===== src/rtl/gck_seq_pkg.sv =====
package gck_seq_pkg;
   typedef enum logic [2:0] {
      ST_IDLE,
      ST_LEAD_HI,
      ST_LEAD_LO,
      ST_SKIP_LO,
      ST_SKIP_HI,
      ST_CHG_IN,
      ST_CHG_HI,
      ST_CHG_LO
   } seq_state_e;
endpackage


===== src/rtl/gck_word_buf.sv =====
// One-entry holding register for the run-length stream; empties on take.
module gck_word_buf #(
   parameter int W = 32
) (
   input  logic         clk,
   input  logic         rst_n,
   input  logic         flush,
   input  logic         in_valid,
   input  logic [W-1:0] in_data,
   output logic         in_ready,
   input  logic         take,
   output logic         out_vld,
   output logic [W-1:0] out_data
);
   logic         full_q;
   logic [W-1:0] data_q;

   assign in_ready = !flush && !full_q;
   assign out_vld  = full_q;
   assign out_data = data_q;

   always_ff @(posedge clk or negedge rst_n) begin
      if (!rst_n) begin
         full_q <= 1'b0;
         data_q <= '0;
      end else if (flush) begin
         full_q <= 1'b0;
      end else if (in_valid && in_ready) begin
         full_q <= 1'b1;
         data_q <= in_data;
      end else if (take) begin
         full_q <= 1'b0;
      end
   end
endmodule


===== src/rtl/gck_half_timer.sv =====
// Tick position inside a gate half-period, with the enable-pulse window.
module gck_half_timer #(
   parameter int HALF_TICKS = 32,
   parameter int GEN_START  = 8,
   parameter int GEN_WIDTH  = 16
) (
   input  logic clk,
   input  logic rst_n,
   input  logic restart,
   input  logic adv,
   output logic half_end,
   output logic gen_win
);
   localparam int TW   = (HALF_TICKS > 2) ? $clog2(HALF_TICKS) : 1;
   localparam bit POW2 = ((1 << TW) == HALF_TICKS);
   localparam logic [TW-1:0] LAST = TW'(HALF_TICKS - 1);
   localparam logic [31:0]   WLO  = 32'(GEN_START);
   localparam logic [31:0]   WHI  = 32'(GEN_START + GEN_WIDTH);

   logic [TW-1:0] tc_q;
   logic [31:0]   tc_w;

   generate
      if (POW2) begin : g_wrap
         always_ff @(posedge clk or negedge rst_n) begin
            if (!rst_n)       tc_q <= '0;
            else if (restart) tc_q <= '0;
            else if (adv)     tc_q <= tc_q + TW'(1);
         end
      end else begin : g_cmp
         always_ff @(posedge clk or negedge rst_n) begin
            if (!rst_n)       tc_q <= '0;
            else if (restart) tc_q <= '0;
            else if (adv)     tc_q <= (tc_q == LAST) ? '0 : tc_q + TW'(1);
         end
      end
   endgenerate

   assign tc_w     = {{(32-TW){1'b0}}, tc_q};
   assign half_end = (tc_q == LAST);
   assign gen_win  = (tc_w >= WLO) && (tc_w < WHI);
endmodule


===== src/rtl/gck_seq_ctrl.sv =====
// Frame walk: opening halves, untouched-row toggles, rewritten stretches.
module gck_seq_ctrl
   import gck_seq_pkg::*;
#(
   parameter int CW = 32
) (
   input  logic          clk,
   input  logic          rst_n,
   input  logic          tick,
   input  logic          start,
   input  logic          end_ovr,
   input  logic          word_vld,
   input  logic [CW-1:0] word,
   input  logic          half_end,
   output logic          word_take,
   output logic          restart,
   output logic          adv,
   output seq_state_e    state,
   output logic          data_start
);
   seq_state_e    st_q, st_d;
   logic [CW-1:0] run_q, run_d;
   logic          stall;
   logic          ds_q;

   always_comb begin
      st_d      = st_q;
      run_d     = run_q;
      word_take = 1'b0;
      restart   = 1'b0;
      stall     = 1'b0;
      if (st_q == ST_IDLE) begin
         if (start) begin
            st_d    = ST_LEAD_HI;
            restart = 1'b1;
         end
      end else if (end_ovr) begin
         st_d    = ST_IDLE;
         restart = 1'b1;
      end else if (tick) begin
         unique case (st_q)
            ST_LEAD_HI: if (half_end) begin
               if (word_vld) begin
                  word_take = 1'b1;
                  restart   = 1'b1;
                  if (word == '0) begin
                     st_d = ST_CHG_IN;
                  end else begin
                     st_d  = ST_LEAD_LO;
                     run_d = word;
                  end
               end else begin
                  stall = 1'b1;
               end
            end
            ST_LEAD_LO: if (half_end) begin
               st_d    = ST_SKIP_LO;
               restart = 1'b1;
            end
            ST_SKIP_LO: begin
               st_d    = ST_SKIP_HI;
               restart = 1'b1;
            end
            ST_SKIP_HI: begin
               restart = 1'b1;
               if (run_q == '0) begin
                  st_d = ST_CHG_IN;
               end else begin
                  run_d = run_q - CW'(1);
                  st_d  = ST_SKIP_LO;
               end
            end
            ST_CHG_IN: if (half_end) begin
               if (word_vld) begin
                  word_take = 1'b1;
                  run_d     = word;
                  st_d      = ST_CHG_HI;
                  restart   = 1'b1;
               end else begin
                  stall = 1'b1;
               end
            end
            ST_CHG_HI: if (half_end) begin
               st_d    = ST_CHG_LO;
               restart = 1'b1;
            end
            ST_CHG_LO: if (half_end) begin
               if (run_q != '0) begin
                  run_d   = run_q - CW'(1);
                  st_d    = ST_CHG_HI;
                  restart = 1'b1;
               end else if (word_vld) begin
                  word_take = 1'b1;
                  run_d     = word;
                  st_d      = ST_SKIP_LO;
                  restart   = 1'b1;
               end else begin
                  stall = 1'b1;
               end
            end
            default: st_d = ST_IDLE;
         endcase
      end
      adv = tick && (st_q != ST_IDLE) && !end_ovr && !stall && !restart;
   end

   always_ff @(posedge clk or negedge rst_n) begin
      if (!rst_n) begin
         st_q  <= ST_IDLE;
         run_q <= '0;
         ds_q  <= 1'b0;
      end else begin
         st_q  <= st_d;
         run_q <= run_d;
         ds_q  <= (st_d == ST_CHG_IN) && (st_q != ST_CHG_IN);
      end
   end

   assign state      = st_q;
   assign data_start = ds_q;
endmodule


===== src/rtl/gck_partial_seq.sv =====
module gck_partial_seq
   import gck_seq_pkg::*;
#(
   parameter int CNT_W      = 32,
   parameter int HALF_TICKS = 32,
   parameter int GEN_START  = 8,
   parameter int GEN_WIDTH  = 16
) (
   input  logic             clk,
   input  logic             rst_n,
   input  logic             tick,
   input  logic             start,
   input  logic             end_ovr,
   input  logic             cnt_valid,
   input  logic [CNT_W-1:0] cnt_data,
   output logic             cnt_ready,
   output logic             gck,
   output logic             gen,
   output logic             data_start,
   output logic             busy
);
   generate
      if (HALF_TICKS < 4) begin : g_bad_half
         $error("HALF_TICKS must be at least 4");
      end
      if (GEN_WIDTH < 1 || GEN_START < 1 || GEN_START + GEN_WIDTH > HALF_TICKS) begin : g_bad_gen
         $error("enable window must lie strictly inside a half-period");
      end
      if (CNT_W < 2) begin : g_bad_cw
         $error("CNT_W must be at least 2");
      end
   endgenerate

   seq_state_e       state;
   logic             word_vld, word_take;
   logic [CNT_W-1:0] word;
   logic             restart, adv, half_end, gen_win;
   logic             in_pair;

   assign busy = (state != ST_IDLE);

   gck_word_buf #(.W(CNT_W)) u_buf (
      .clk      (clk),
      .rst_n    (rst_n),
      .flush    (!busy),
      .in_valid (cnt_valid),
      .in_data  (cnt_data),
      .in_ready (cnt_ready),
      .take     (word_take),
      .out_vld  (word_vld),
      .out_data (word)
   );

   gck_half_timer #(
      .HALF_TICKS (HALF_TICKS),
      .GEN_START  (GEN_START),
      .GEN_WIDTH  (GEN_WIDTH)
   ) u_tmr (
      .clk      (clk),
      .rst_n    (rst_n),
      .restart  (restart),
      .adv      (adv),
      .half_end (half_end),
      .gen_win  (gen_win)
   );

   gck_seq_ctrl #(.CW(CNT_W)) u_ctrl (
      .clk        (clk),
      .rst_n      (rst_n),
      .tick       (tick),
      .start      (start),
      .end_ovr    (end_ovr),
      .word_vld   (word_vld),
      .word       (word),
      .half_end   (half_end),
      .word_take  (word_take),
      .restart    (restart),
      .adv        (adv),
      .state      (state),
      .data_start (data_start)
   );

   assign in_pair = (state == ST_CHG_HI) || (state == ST_CHG_LO);
   assign gck     = (state == ST_LEAD_HI) || (state == ST_SKIP_HI) || (state == ST_CHG_HI);
   assign gen     = in_pair && gen_win;
endmodule


===== config.mk =====
export PLATFORM = sky130hd
export DESIGN_NAME = gck_partial_seq
export DESIGN_NICKNAME = d
export VERILOG_FILES = /design/src/rtl/gck_seq_pkg.sv /design/src/rtl/gck_word_buf.sv /design/src/rtl/gck_half_timer.sv /design/src/rtl/gck_seq_ctrl.sv /design/src/rtl/gck_partial_seq.sv
export SDC_FILE = /design/constraint.sdc
export NUM_CORES = 1
export LEC_CHECK = 0
export BUFFER_PORTS_ARGS = -buffer_cell sky130_fd_sc_hd__buf_2
export CAP_MARGIN = 30
export CORE_AREA = 3 3 111 166
export CTS_CLUSTER_SIZE = 30
export DETAILED_ROUTE_END_ITERATION = 12
export DIE_AREA = 0 0 114 169
export PLACE_DENSITY_LB_ADDON = 0.25
export RECOVER_POWER = 25
export SYNTH_ARGS = -nofsm -noshare
export SYNTH_HDL_FRONTEND = slang
export SYNTH_SLANG_ARGS = --single-unit

===== constraint.sdc =====
create_clock -name clk -period 5.9 [get_ports clk]
set_clock_uncertainty 0.1 [all_clocks]
set_input_delay 0.885 -clock clk [delete_from_list [all_inputs] [get_ports clk]]
set_output_delay 0.885 -clock clk [all_outputs]
set_load 0.02 [all_outputs]

---- After elaboration in Yosys (flattened, before gate mapping) ----
Cells that the tools add are included.
Widths: inputs -> output; s select.
word-level totals
  register bits ........................... 74
  input bits .............................. 38
  latch bits .............................. 0
  memory bits (writable) .................. 0
  memories kept ........................... 0
  logic and storage cells ................. 111
  ROM bits ................................ 0
operators by class
  $mul .................................... 0
  equality and inequality tests ........... 17
  magnitude comparators ................... 2
  divide/modulo/power cells ............... 0
  bitwise logic cells ..................... 2
  add/subtract/negate cells ............... 2
  mux-type cells .......................... 54
  shift-type cells ........................ 0
  reduce and logical (&&, ||, !) cells .... 28
operators by type and width
  cell                   count
  $mux 32                8
  $pmux 32 s4            1
  $logic_not 32->1       2
  $mux 3                 15
  $reduce_bool 32->1     1
  $sub 32x1->32 const B  1
  $mux 1                 24
  $pmux 3 s7             1
  $eq 3x3->1 const B     5
  $mux 5                 2
  $ne 2x2->1 const B     5
  $reduce_and 10->1      1
  $logic_and 1x1->1      9
  $eq 3x2->1 const B     2
  $reduce_or 2->1        3
  $add 5x1->5 const B    1
  $eq 5x5->1 const B     1
  $ge 5x4->1 const B     1
  $lt 5x5->1 const B     1
  $logic_not 1->1        4
  $pmux 1 s2             2
  $pmux 1 s4             1
  $reduce_bool 4->1      1
  $eq 3x1->1 const B     1
  9 further kinds        12

---- Logic depth before layout (Yosys ltp) ----
Gate-level depths: netlist of the first run.
  depth in word-level cells ............... 12
  depth in mapped cells ................... 10
  gate-level depth less buffers ........... 9

---- Hierarchy ----
A second synthesis of the first run with hierarchy kept.
second synthesis, totals
  cells, all modules ...................... 508
  area, all modules ....................... 4775.8 um2
modules (own cells, without submodules)
  module           sequential area each (um2)  times used  cells an instance  area each (um2)
  gck_seq_ctrl     900.9                       1           407                3194.3
  gck_word_buf     825.8                       1           73                 1260.0
  gck_half_timer   125.1                       1           23                 285.3
  gck_partial_seq  0.0                         1           5                  36.3

---- Least setup slack after synthesis of the first run ----
No wires, ideal clock.
  path type ............................... input -> register
  start point ............................. in tick
  end point ............................... reg u_ctrl.run_q[17]
  arrival time ............................ 2.553 ns
  library setup time ...................... 0.124 ns
  stages on the path ...................... 7
  required time ........................... 5.676 ns
  buffers on the path ..................... 2
  path slack .............................. 3.123 ns
  cells stage by stage .................... clkbuf_1 nor3b_1 o21ai_0 a211oi_2 buf_2 o21ai_0 o2bb2ai_1
between the ends
  cells in the longest elaborated chain, start to end .. 1
RTL lines
  what                                line                   text
  start, declared                     gck_partial_seq.sv:11  input logic tick,
  $reduce_and 10->1 (no source line)  -
  end signal, assigned                gck_seq_ctrl.sv:114    run_q <= run_d;
  end, declared                       gck_seq_ctrl.sv:22     logic [CW-1:0] run_q, run_d;
No other way between the ends.
A chain may end at the register's enable or synchronous reset.

---- Final worst setup path of the first run ----
  start point ............................. reg u_ctrl.st_q[0] (netlist: u_ctrl.state[0])
  end point ............................... reg u_ctrl.run_q[30]
between the ends
  cells in the longest elaborated chain, start to end .. 3
  elaborated cells between the ends (all ways) .. 15
  those cells by class .................... eq/ne (10); mux (1); bitwise (1); reduce/logical (3)
RTL lines
  what                                                       line                 text
  start, declared                                            gck_seq_ctrl.sv:21   seq_state_e st_q, st_d;
  start signal, assigned                                     gck_seq_ctrl.sv:113  st_q <= st_d;
  $eq 3x3->1, or another cell as far along                   gck_seq_ctrl.sv:41   unique case (st_q)
  $ne 2x2->1 (no source line), or another cell as far along  -
  $reduce_and 10->1 (no source line)                         -
Parallel ways exist; a longest one is shown, timed or not.

==> results of run 1 <==
cells in the mapped netlist (3+ instances only):
cell,n,area share (%)
ha_1,4,1.0
o21ai_0,59,6.0
buf_2,9,0.92
mux2_2,39,8.9
a41oi_1,5,0.89
clkbuf_1,18,1.4
nand2_1,42,3.2
nand4_1,6,0.76
a22oi_1,6,0.92
a21oi_1,9,0.92
nor2b_1,3,0.38
or4_1,5,0.76
or3_1,5,0.64
nand3_1,10,1.0
xnor2_1,5,0.89
nor3b_1,4,0.61
o31ai_1,5,0.76
a211oi_1,12,1.8
nor4_1,15,1.9
o22ai_1,5,0.64
and3_1,4,0.51
nor2_1,44,3.4
dfrtp_1,74,38
xor2_1,9,1.6
and2_1,4,0.51
buf_1,8,0.61
o2bb2ai_1,11,2.0
mux2i_1,38,7.7
inv_1,9,0.69
nor3_1,29,2.9
cell families (layout without fill, tap and decap cells):
group	Yosys count	count (layout)
flops	74	74
simple gates	181	181
xor+xnor	14	14
fa+ha+maj	4	4
buf+inv	47	76
compound gates	141	141
mux	77	77
worst max-delay path: cells and delay by family (launching register included):
kind / cells / cell delay, ns
and+or+nand+nor: 2 / 0.80
AOI/OAI and AO/OA: 4 / 1.23
buffers and inverters: 1 / 0.44
DFF: 1 / 0.79
registers in the layout (all words and copies together), names as in the netlist:
signal	cells
u_buf.out_data	32
u_buf.out_vld	1
u_ctrl.data_start	1
u_ctrl.run_q	32
u_ctrl.state	3
u_tmr.tc_q	5
path summary, 6_finish.rpt:
| path | endpoint | slack (ns) | cells past startpoint |
|---|---|---|---|
| max | u_ctrl.run_q[30] | 2.41 | 7 |
| min | u_ctrl.run_q[30] | 0.42 | 1 |
| max reg2reg | u_ctrl.run_q[30] | 2.41 | 7 |
| min reg2reg | u_ctrl.run_q[30] | 0.42 | 1 |
| max in group asynchronous | u_buf.out_vld | 4.34 | 2 |
| min in group asynchronous | u_buf.out_data[13] | 0.53 | 1 |
routing by layer:
metal  track usage, %  up-vias  wire length, µm
met4             7.96        0              612
met2             27.0      152             7660
met5                0        -                0
li1                 -     2068                -
met3             2.68       39              562
met1             18.9     2203             6040
power by group:
group	internal, mW	total (mW)	switching [mW]
clock network	0.340	0.558	0.219
registers	0.721	1.05	0.332
logic	0.514	1.19	0.672
layout make-up:
| cell class | count | area, µm² |
|---|---|---|
| fill | 1828 | 11600 |
| multi-input combinational | 417 | 2880 |
| sequential | 74 | 1850 |
| timing repair buffer | 51 | 304 |
| tap | 213 | 267 |
| clock buffer | 12 | 246 |
| clock inverter | 4 | 51.3 |
| inverter | 9 | 33.8 |
==> flow_metrics.tcl, run 1 <==
set metrics [dict create \
    cts_tree "yes" \
    synth_xor_area_share_pct 2.49 \
    status "finished, final reports clean" \
    globalplace.congestion 0.900 \
    crit_path_start "u_ctrl.state[0]" \
    globalRouteOverflowTotal 0 \
    power_density_nw_per_um2 497 \
    ys_warn_count 0 \
    synth-adder-area-share_pct 1.02 \
    cts_buffers 9 \
    syn_nets 580 \
    finalPower_mw 2.80 \
    setup_viol 0 \
    cts.sinks 74 \
    critPathSlowestCell "dfrtp_1" \
    antenna_found_initial 0 \
    fin_crit_sh_pct 59.2 \
    cts.path.max_buffers 2 \
    synth_top_family_by_area "compound AO/OA/AOI/OAI gates" \
    hpwlAfterDp_um 10200 \
    fin_area_um2 5630 \
    slew-limit-headroom_pct 39.8 \
    pre_cts_ws_ns 2.42 \
    hold_path.startpoint "u_ctrl.run_q[30]" \
    synth.area.mux_share_pct 16.7 \
    synth_cells 538 \
    synth_async_sr_flop_share_pct 100 \
    hold_viol 0 \
    grt_pass1_wl_um 24200 \
    ys_ff_latch 74 \
    die_w_um 114 \
    ios 43 \
    yosys.area_share.simple_pct 18.7 \
    crit_fanout 36 \
    drt_wl_total_um 14900 \
    final_util_pct 32.6 \
    post_cts_buffers 0 \
    cpPeakStageDelay_ns 0.79 \
    slew_violations 0 \
    holdWs_ns 0.423 \
    insertion_delay_ns 0.34 \
    hold_class "reg2reg" \
    syn_area_um2 4920 \
    critPathRequiredTime_ns 6.02 \
    mostFrequentLayoutCells "73 x dfrtp_1, 59 x o21ai_0, 44 x nor2_1" \
    num_antenna_cells 0 \
    finalWorstPathRequiredPeriod_ns 3.49 \
    max_cap_violations 0 \
    tns_ns 0 \
    grt_pass1_vias 4516 \
    grt_usage_pct 15.8 \
    vdd_ir_drop_max_mv 0.210 \
    via_count 4462 \
    die_y_um 169 \
    worstPathCellList "nor3_1, nor3b_1, o21ai_0, a211oi_4, buf_4, o21ai_0, a32o_1" \
    fin_cells 780 \
    start_kind "flop" \
    ant_nets 0 \
    port_buffers 42 \
    avgViaCountPerCell 5.72 \
    crit_path_end_kind "flop" \
    synth_flop_cell "dfrtp_1" \
    power.leakage_nw 2.31 \
    setup_slack_ns 2.41 \
    cpMostUsedCell "o21ai_0" \
    core-area_um2 17300 \
    firstDrtPassIters 5 \
    cts_resized 0 \
    initial_utilization_pct 28.5 \
    synth.distinct_cells 62 \
    htree_num_levels 3 \
    yosysSeqAreaShare_pct 37.6 \
    hold_buffers 0 \
    crit_arrival_ns 3.61 \
    final_net_count 604 \
    avgSynthCellArea_um2 9.15 \
    dp.cells 763 \
    placed_area_um2 5320 \
    rows 59 \
    crit_type "reg2reg" \
    drc_errors 0 \
    layout-drive-gt1-share_pct 20.5 \
    worst_slew_pin_slew_ns 0.895 \
    area_growth_syn_to_layout_pct 14.4 \
    drt-initial-drc-count 390 \
    synth_compound_area_share_pct 19.4 \
    clk_pin_slew_ns 0.06 \
    final_common_cell "dfrtp_1" \
    max_freq_mhz 287 \
    reg2reg_from "u_ctrl.state[0]" \
    rsz0062_at_grt "false" \
    synth_edf_count 0 \
    die_area_um2 19300 \
    wire_per_inst_um 19.1 \
    grt_max_degree 62 \
    cts_root_buffer "clkbuf_16" \
]
Note: power is estimated with default switching activity, not from simulation.
==> run 2: changes to the inputs <==
- ABC_AREA: unset -> 1
- CORE_AREA: 3 3 111 166 -> 3 3 113 170
- DIE_AREA: 0 0 114 169 -> 0 0 116 173
- clock period: 5.9 -> 3.35 ns (I/O delays scaled with it)
==> flow_metrics.tcl, run 2 <==
set metrics [dict create \
    cts_buffers 9 \
    pre_cts_ws_ns 0.814 \
    hpwlAfterDp_um 10600 \
    placed_area_um2 5540 \
    synth_async_sr_flop_share_pct 100 \
    start_kind "flop" \
    vdd_ir_drop_max_mv 0.265 \
    synth_edf_count 0 \
    syn_nets 788 \
    ys_ff_latch 74 \
    synth_top_family_by_area "simple AND/OR/NAND/NOR gates" \
    insertion_delay_ns 0.34 \
    die_y_um 173 \
    synthTopCellsByCount "202 x nand2_1, 132 x nor2_1, 74 x dfrtp_1" \
    cts_resized 0 \
    initial_utilization_pct 28.9 \
    avgSynthCellArea_um2 6.91 \
    met1_usage_pct 17.5 \
    max_freq_mhz 399 \
    drc_errors 0 \
    ys_warn_count 0 \
    fin_crit_sh_pct 74.9 \
    setup_viol 0 \
    synth_area_leaders "dfrtp_1 36%, nand2_1 15%, nor2_1 9.6%" \
    mostFrequentLayoutCells "202 x nand2_1, 131 x nor2_1, 74 x dfrtp_1" \
    crit_arrival_ns 2.68 \
    synth_xor_area_share_pct 3.57 \
    avgViaCountPerCell 4.76 \
    core-area_um2 17900 \
    status "complete, but fails checks" \
    worst_slew_pin_slew_ns 1.85 \
    final_net_count 824 \
    wire_per_inst_um 14.4 \
    cpPeakStageDelay_ns 0.41 \
    rows 60 \
    port_buffers 42 \
    tns_ns 0 \
    hold_class "in2reg" \
    synth_flop_cell "dfrtp_1" \
    finalWorstPathRequiredPeriod_ns 2.51 \
    layout-drive-gt1-share_pct 15.0 \
    failed_checks "max-capacitance violations, max-slew violations" \
    grt_usage_pct 14.9 \
    nFillCells 1978 \
    drt-initial-drc-count 189 \
    synth.area.mux_share_pct 2.18 \
    cts.sinks 74 \
    yosysSeqAreaShare_pct 35.9 \
    firstDrtPassIters 5 \
    die_w_um 116 \
    fin_area_um2 5880 \
    power.leakage_nw 2.75 \
    synth_compound_area_share_pct 14.8 \
    setup_slack_ns 0.841 \
    crit_path_end_kind "flop" \
    crit_fanout 26 \
    synth_top_area_share_pct 35.9 \
    grt_max_degree 43 \
    yosys.area_share.simple_pct 33.7 \
    cts.path.max_buffers 2 \
    synth-adder-area-share_pct 0.971 \
    crit_type "reg2reg" \
    finalPower_mw 4.58 \
    area_growth_syn_to_layout_pct 14.1 \
    globalRouteOverflowTotal 0 \
    num_antenna_cells 0 \
    synth_cells 746 \
    slew-limit-headroom_pct -23.1 \
    globalplace.congestion 0.874 \
    ios 43 \
    grt_use_met2_pct 27.2 \
    cp_top_family "simple AND/OR/NAND/NOR gates" \
    power_density_nw_per_um2 779 \
    hold_buffers 0 \
    worst-path-buf-inv 2 \
    hold_viol 0 \
    yosysTopAreaCell "dfrtp_1" \
    htree_num_levels 3 \
    cts_root_buffer "clkbuf_16" \
    slew_violations 30 \
    cts_tree "yes" \
    synth_most_common_cell "nand2_1" \
    rsz0062_at_grt "false" \
    top_usage_layer "met2" \
    syn_area_um2 5150 \
    ant_nets 0 \
    final_common_cell "nand2_1" \
    worstPathCellList "ha_1, inv_1, nor3_1, ha_1, nand2_1, nor2_1, nor2_1, nor3_2, nand3_2, inv_4, o21ai_0, nand2_1" \
    antenna_found_initial 0 \
    die_area_um2 20100 \
    post_cts_buffers 0 \
    clk_pin_slew_ns 0.06 \
    grt.met3_usage_pct 2.14 \
    grt_pass1_wl_um 24000 \
    via_count 4776 \
    critPathRequiredTime_ns 3.52 \
    critPathSlowestCell "inv_4" \
    drt_wl_total_um 14500 \
    max_cap_violations 1 \
    synth.distinct_cells 40 \
    grt_pass1_vias 4848 \
]
==> run 2: changes by cell type after synthesis, sizes merged, moves of 11 or more <==
cell | before | now
nand2 | 42 | 210
nor2 | 44 | 147
inv | 9 | 72
mux2i | 38 | 0
a21oi | 9 | 45
mux2 | 39 | 10
o211ai | 2 | 28
nand3 | 10 | 33
nor3 | 29 | 7
nor4 | 17 | 1
a211oi | 13 | 0
o2bb2ai | 11 | 0
==> run 2: path summary, 6_finish.rpt <==
path	start	end	slack [ns]	cells after the start
worst max-delay path	u_tmr.tc_q[0]	u_ctrl.run_q[11]	0.84	12
worst min-delay path	end_ovr	u_ctrl.state[1]	0.24	2
worst max register to register	u_tmr.tc_q[0]	u_ctrl.run_q[11]	0.84	12
worst min register to register	u_ctrl.run_q[1]	u_ctrl.run_q[1]	0.41	2
max in group asynchronous	rst_n	u_buf.out_data[10]	1.13	2
min in group asynchronous	rst_n	u_buf.out_data[17]	0.56	1
==> run 2: area by class of cell <==
cell class	instances	area, µm²	area share [%]
Clock buffer	12	246	4.19
Timing Repair Buffer	52	282	4.79
Inverter	73	282	4.79
Clock inverter	4	98.8	1.68
Multi-Input combinational cell	572	2850	48.4
Sequential cell	74	1850	31.5
Tap cell	217	272	4.62
==> run 2: stage by stage <==
stage / instances / util, % / hold WS [ns]
after floorplan: 746 / - / 0.107
after global placement: 988 / 31.0 / 0.377
after detailed placement: 988 / 31.0 / 0.377
after CTS: 1004 / 32.9 / 0.00739
after global routing: 1004 / 32.9 / 0.270
final: 1004 / 32.9 / 0.244
==> run 2: layer usage <==
layer  part of all wire [%]  routed length, µm
met5                      0                  0
met4                    1.8                263
met3                    2.7                389
met2                     53               7660
met1                     43               6190
==> run 2: logic make-up after synthesis <==
logic type | Yosys count
buf+inv | 100
fa+ha+maj | 4
flops | 74
simple gates | 408
xor+xnor | 21
compound gates | 129
mux | 10
==> run 2: power by group <==
group / internal, mW / switching, mW / total (mW)
logic: 0.639 / 1.12 / 1.76
registers: 1.27 / 0.409 / 1.67
clock network: 0.751 / 0.392 / 1.14
total: 2.66 / 1.92 / 4.58
